$ cat src/rtl/calib_pkg.sv
package calib_pkg;
  typedef enum logic [2:0] {
    ST_IDLE,
    ST_STEP,
    ST_WAIT,
    ST_PICK,
    ST_FIN
  } cal_state_e;
endpackage

$ cat src/rtl/calib_passmap.sv
module calib_passmap #(
  parameter int NPH = 8,
  localparam int PW = $clog2(NPH)
) (
  input  logic           clk,
  input  logic           rst_n,
  input  logic           clr_i,
  input  logic           upd_i,
  input  logic [PW-1:0]  idx_i,
  input  logic           pass_i,
  output logic [NPH-1:0] map_o
);
  // one flop per phase, each with its own clock enable
  for (genvar g = 0; g < NPH; g++) begin : g_bit
    logic hit_en;
    assign hit_en = upd_i && (idx_i == PW'(g));
    always_ff @(posedge clk or negedge rst_n) begin
      if (!rst_n)       map_o[g] <= 1'b0;
      else if (clr_i)   map_o[g] <= 1'b0;
      else if (hit_en)  map_o[g] <= pass_i;
    end
  end
endmodule

$ cat src/rtl/calib_pick.sv
module calib_pick #(
  parameter int NPH      = 8,
  parameter int WIDE_R   = 2,
  parameter int NARROW_R = 1,
  localparam int PW = $clog2(NPH)
) (
  input  logic [NPH-1:0] map_i,
  output logic           found_o,
  output logic [PW-1:0]  idx_o
);
  logic [NPH-1:0] wide_ok;
  logic [NPH-1:0] narrow_ok;

  // circular window test per candidate centre
  for (genvar i = 0; i < NPH; i++) begin : g_ctr
    logic [2*WIDE_R:0]   wbits;
    logic [2*NARROW_R:0] nbits;
    for (genvar j = 0; j <= 2*WIDE_R; j++) begin : g_w
      assign wbits[j] = map_i[(i + j - WIDE_R + NPH) % NPH];
    end
    for (genvar j = 0; j <= 2*NARROW_R; j++) begin : g_n
      assign nbits[j] = map_i[(i + j - NARROW_R + NPH) % NPH];
    end
    assign wide_ok[i]   = &wbits;
    assign narrow_ok[i] = &nbits;
  end

  // lowest index wins; any wide window beats every narrow one
  always_comb begin
    found_o = 1'b0;
    idx_o   = '0;
    for (int i = NPH - 1; i >= 0; i--) begin
      if (narrow_ok[i]) begin
        found_o = 1'b1;
        idx_o   = PW'(i);
      end
    end
    if (|wide_ok) begin
      for (int i = NPH - 1; i >= 0; i--) begin
        if (wide_ok[i]) idx_o = PW'(i);
      end
    end
  end
endmodule

$ cat src/rtl/calib_seq.sv
module calib_seq
  import calib_pkg::*;
#(
  parameter int NPH = 8,
  localparam int PW = $clog2(NPH)
) (
  input  logic          clk,
  input  logic          rst_n,
  input  logic          start_i,
  input  logic [PW-1:0] cur_phase_i,
  input  logic          res_valid_i,
  input  logic          found_i,
  input  logic [PW-1:0] pick_i,
  output logic          test_req_o,
  output logic          tmo_load_o,
  output logic          phase_we_o,
  output logic [PW-1:0] phase_o,
  output logic          map_clr_o,
  output logic          map_upd_o,
  output logic [PW-1:0] map_idx_o,
  output logic          done_o,
  output logic          fail_o,
  output logic [PW-1:0] best_o
);
  cal_state_e    st_q, st_d;
  logic [PW-1:0] ph_q, ph_d, nxt_ph;
  logic [PW-1:0] org_q;
  logic          ph_en, org_en, res_en;
  logic          fail_q;
  logic [PW-1:0] best_q;

  assign nxt_ph    = ph_q + PW'(1);
  assign map_idx_o = ph_q;
  assign fail_o    = fail_q;
  assign best_o    = best_q;

  always_comb begin
    st_d       = st_q;
    ph_d       = ph_q;
    ph_en      = 1'b0;
    org_en     = 1'b0;
    res_en     = 1'b0;
    test_req_o = 1'b0;
    tmo_load_o = 1'b0;
    phase_we_o = 1'b0;
    phase_o    = ph_q;
    map_clr_o  = 1'b0;
    map_upd_o  = 1'b0;
    done_o     = 1'b0;
    unique case (st_q)
      ST_IDLE: begin
        if (start_i) begin
          org_en    = 1'b1;
          ph_en     = 1'b1;
          ph_d      = cur_phase_i;
          map_clr_o = 1'b1;
          st_d      = ST_STEP;
        end
      end
      ST_STEP: begin
        phase_o    = nxt_ph;
        phase_we_o = 1'b1;
        tmo_load_o = 1'b1;
        test_req_o = 1'b1;
        ph_en      = 1'b1;
        ph_d       = nxt_ph;
        st_d       = ST_WAIT;
      end
      ST_WAIT: begin
        if (res_valid_i) begin
          map_upd_o = 1'b1;
          st_d      = (ph_q == org_q) ? ST_PICK : ST_STEP;
        end
      end
      ST_PICK: begin
        res_en = 1'b1;
        st_d   = ST_FIN;
      end
      ST_FIN: begin
        done_o     = 1'b1;
        phase_we_o = !fail_q;
        phase_o    = best_q;
        st_d       = ST_IDLE;
      end
      default: st_d = ST_IDLE;
    endcase
  end

  always_ff @(posedge clk or negedge rst_n) begin
    if (!rst_n) begin
      st_q <= ST_IDLE;
    end else begin
      st_q <= st_d;
    end
  end

  always_ff @(posedge clk or negedge rst_n) begin
    if (!rst_n) begin
      ph_q  <= '0;
      org_q <= '0;
    end else begin
      if (ph_en)  ph_q  <= ph_d;
      if (org_en) org_q <= cur_phase_i;
    end
  end

  always_ff @(posedge clk or negedge rst_n) begin
    if (!rst_n) begin
      fail_q <= 1'b0;
      best_q <= '0;
    end else if (res_en) begin
      fail_q <= !found_i;
      if (found_i) best_q <= pick_i;
    end
  end
endmodule

$ cat src/rtl/rx_phase_calib.sv
module rx_phase_calib #(
  parameter int NPH      = 8,
  parameter int WIDE_R   = 2,
  parameter int NARROW_R = 1,
  localparam int PW = $clog2(NPH)
) (
  input  logic          clk,
  input  logic          rst_n,
  input  logic          start_i,
  input  logic [PW-1:0] cur_phase_i,
  input  logic          res_valid_i,
  input  logic          res_cmd_err_i,
  input  logic          res_dat_err_i,
  input  logic          res_match_i,
  output logic          test_req_o,
  output logic          tmo_load_o,
  output logic          phase_we_o,
  output logic [PW-1:0] phase_o,
  output logic          done_o,
  output logic          fail_o,
  output logic [PW-1:0] best_o
);
  logic [1:0]     rsync_q;
  logic           rst_core_n;
  logic           res_ok;
  logic           map_clr, map_upd;
  logic [PW-1:0]  map_idx;
  logic [NPH-1:0] pass_map;
  logic           found;
  logic [PW-1:0]  pick;

  // asynchronous assertion, synchronous release
  always_ff @(posedge clk or negedge rst_n) begin
    if (!rst_n) rsync_q <= 2'b00;
    else        rsync_q <= {rsync_q[0], 1'b1};
  end
  assign rst_core_n = rsync_q[1];

  assign res_ok = !res_cmd_err_i && !res_dat_err_i && res_match_i;

  calib_seq #(.NPH(NPH)) u_seq (
    .clk         (clk),
    .rst_n       (rst_core_n),
    .start_i     (start_i),
    .cur_phase_i (cur_phase_i),
    .res_valid_i (res_valid_i),
    .found_i     (found),
    .pick_i      (pick),
    .test_req_o  (test_req_o),
    .tmo_load_o  (tmo_load_o),
    .phase_we_o  (phase_we_o),
    .phase_o     (phase_o),
    .map_clr_o   (map_clr),
    .map_upd_o   (map_upd),
    .map_idx_o   (map_idx),
    .done_o      (done_o),
    .fail_o      (fail_o),
    .best_o      (best_o)
  );

  calib_passmap #(.NPH(NPH)) u_map (
    .clk    (clk),
    .rst_n  (rst_core_n),
    .clr_i  (map_clr),
    .upd_i  (map_upd),
    .idx_i  (map_idx),
    .pass_i (res_ok),
    .map_o  (pass_map)
  );

  calib_pick #(.NPH(NPH), .WIDE_R(WIDE_R), .NARROW_R(NARROW_R)) u_pick (
    .map_i   (pass_map),
    .found_o (found),
    .idx_o   (pick)
  );
endmodule

$ cat config.mk
export PLATFORM = sky130hd
export DESIGN_NAME = rx_phase_calib
export DESIGN_NICKNAME = d
export VERILOG_FILES = /design/src/rtl/calib_pkg.sv /design/src/rtl/calib_passmap.sv /design/src/rtl/calib_pick.sv /design/src/rtl/calib_seq.sv /design/src/rtl/rx_phase_calib.sv
export SDC_FILE = /design/constraint.sdc
export NUM_CORES = 1
export LEC_CHECK = 0
export ABC_AREA = 1
export BUFFER_PORTS_ARGS = -buffer_cell sky130_fd_sc_hd__buf_2
export CORE_ASPECT_RATIO = 0.7
export CORE_MARGIN = 4
export CORE_UTILIZATION = 56
export CTS_CLUSTER_SIZE = 30
export DETAILED_ROUTE_END_ITERATION = 12
export PLACE_DENSITY = 0.89
export SLEW_MARGIN = 15
export SYNTH_ARGS = -nofsm -noshare
export SYNTH_HDL_FRONTEND = slang
export SYNTH_SLANG_ARGS = --single-unit
$ cat constraint.sdc
create_clock -name clk -period 2.4 [get_ports clk]
set_input_delay 0.72 -clock clk [delete_from_list [all_inputs] [get_ports clk]]
set_output_delay 0.72 -clock clk [all_outputs]
set_load 0.01 [all_outputs]
==> run metrics <==
status finished clean; Clock Tree Root clkbuf_8; period utilisation layout 0.981; Async S/R FF share, synth 1.00; CP Class register to output pin; Die X 68.5 um; MaxCap Viol Count 0; pwr/cell area 1030 mW/mm^2; Die H 50.4 um; fillers 182; Leak 0.908 nW; Final TNS setup 0 ns; Clock power frac 0.142; DR DRC count 0; WL final 3480 um; number of antenna diodes 0; post-DP HPWL 2590 um; Hold Crit Class input pin to asynchronous set/reset pin; initial antenna violation count 0; gate count of the mapped netlist 198; maximum VDD drop 0.000699 V; CTS Hold Bufs 0; slowest stage cell, crit path dfrtp_1; worst-margin pin slew 0.836 ns; Yosys top cell area share 0.401; First-pass DRT Iterations 6; Synth Area per Inst 7.25 um^2; synth top area cells dfrtp_1, nand2_1, inv_1; CTS tree built; clock slew at reported path FFs 0.08 ns; hold_ws 0.218 ns; WL per Instance 13.4 um; Ys Warns 0; CP Capture Type output pin; first-pass GRT wire length 5870 um; P_int 0.000978 W; slew margin rel. 0.443; cts bufs inserted 3; area grow syn2layout 16.8%; Core Box Area 0.00246 mm^2; worst path cell trace ha_2 > ha_4 > or2_4 > o211ai_1 > buf_2; Post-synth EDFFs 0; fmax 425 MHz; dominant synthesized flop cell dfrtp_1; Bufs and invs on worst path 1; Final Hold Fails 0; PortBufs 20; clock skew 0.00198 ns; initial core utilization 0.584; synthesized area 0.00144 mm^2; count leader, synth nand2_1; RSZ-0062 raised after global routing false; total track usage 0.227; Seq/Total Area, Yosys 0.401; syn_nets 214; largest net degree at the start of global routing 22; Final setup viols 0; IO Pins 21; gpl congestion 0.924; grt ovf 0; routed via count 1401; via/cell ratio 5.39; FF+latch count, synth 23; Comb pwr share 0.494; crit path DAT 1.63 ns; commonest cells in the netlist nand2_1, inv_1, dfrtp_1, nor2_1, o21ai_0; Switching Fraction 0.436; final-stage net count 243; maximum fanout along the worst path 2; Initial DRC Count 130; clk_lat worst skew 0.27 ns; startpoint types register; slowest cell delay on critical path 0.40 ns; sequential share of power 0.364; Worst path top cell family by delay adder cells; CP Data Required Time 1.68 ns; area leader, netlist dfrtp_1; cell row count 15; Bufs on Longest Clock Path 2; number of distinct library cells after synthesis 28; Die Area 0.00345 mm^2; switching power 0.000756 W; Antenna Nets Post-Route 0; number of H-tree levels 1; number of global-route vias before repair 1324; Max Slew Vio Count 0; layout cells sized above 1 0.204; post-layout min period 2.35 ns; TritonCTS sink count 23
-- stage by stage --
step | worst slack, ns | total power (W) | area (um^2) | utilization | instances
final | 0.0464 | 0.00173 | 1680 | 0.682 | 260
after global routing | 0.00295 | 0.00186 | 1680 | 0.682 | 260
after floorplan | 0.366 | 0.00114 | 1440 | - | 198
after CTS | 0.0321 | 0.00170 | 1670 | 0.678 | 259
after detailed placement | 0.135 | 0.00140 | 1590 | 0.645 | 253
after global placement | 0.211 | 0.00137 | 1590 | 0.645 | 253
-- cell usage in the layout, fill, tap and decap left out, drive strengths merged --
cell type   n
nand4       2
nor3        3
nor2       27
or2         1
a21oi       4
clkinvlp    1
conb        1
a41oi       1
o21ai      17
xnor2       3
dfrtp      23
buf        25
nand2      50
o211ai      4
ha          6
a31oi       1
o22ai       1
mux2i       1
o221ai      1
nand3      12
clkbuf      3
inv        39
-- layer usage --
| layer | global-route usage | part of all wire | routed length, um |
|---|---|---|---|
| met4 | 0.0495 | 0.032 | 110 |
| met5 | 0 | 0 | 0 |
| met3 | 0.0626 | 0.10 | 360 |
| met2 | 0.347 | 0.44 | 1510 |
| met1 | 0.318 | 0.43 | 1490 |
-- path summary, 6_finish.rpt --
kind                                    startpoint        endpoint  slack [ns]  cells past startpoint
max in group asynchronous               rsync_q[1]    u_seq.fail_o        1.53                      0
min in group clk                        rsync_q[0]      rsync_q[1]        0.35                      0
worst max register to register       u_seq.st_q[1]  u_map.map_o[6]        0.81                      6
worst max-delay path            u_seq.map_idx_o[1]      phase_o[2]        0.05                      5
worst min register to register          rsync_q[1]   u_seq.st_q[2]        0.35                      0
worst min-delay path                         rst_n      rsync_q[0]        0.22                      1
-- what timing repair did --
item,CTS,global route
pin swaps,2,1
setup endpoints to repair,1,1
endpoints found under the hold margin,0,0
gates resized for setup,3,1
setup buffers,2,1
-- logic make-up (layout without fill, tap and decap cells) --
kind of cell / after synthesis / after routing / synth area share
AOI/OAI and AO/OA: 29 / 29 / 0.118
xor gates and xnor gates: 3 / 3 / 0.0183
adders and majority gates: 6 / 6 / 0.0523
buffers and inverters: 40 / 68 / 0.107
DFF: 23 / 23 / 0.401
muxes: 1 / 1 / 0.00697
other: 1 / 1 / 0.00261
and+or+nand+nor: 95 / 95 / 0.294
-- power by group through the flow --
stage | registers, W | clock network (W) | logic [W]
2_1_floorplan | 0.000635 | 0 | 0.000506
3_3_place_gp | 0.000641 | 0 | 0.000729
3_5_place_dp | 0.000646 | 0 | 0.000752
4_1_cts | 0.000623 | 0.000249 | 0.000826
5_1_grt | 0.000645 | 0.000275 | 0.000938
6_report | 0.000631 | 0.000245 | 0.000857
-- layout make-up --
class                   instances  area, um^2  share of cell area
clock inverters                 1        7.51             0.00448
multi-input cells             135         726               0.433
flip-flops and latches         23         576               0.343
well taps                      34        42.5              0.0254
repair buffers                 25         138              0.0821
inverters                      39         146              0.0873
clock buffers                   3        41.3              0.0246
-- state kept, by name, indices dropped and copies added (netlist names) --
register	cells
u_seq.map_idx_o	3
u_seq.st_q	3
u_seq.org_q	3
rsync_q	2
u_seq.best_o	3
u_map.map_o	8
u_seq.fail_o	1
(Power assumes the default switching activity.)
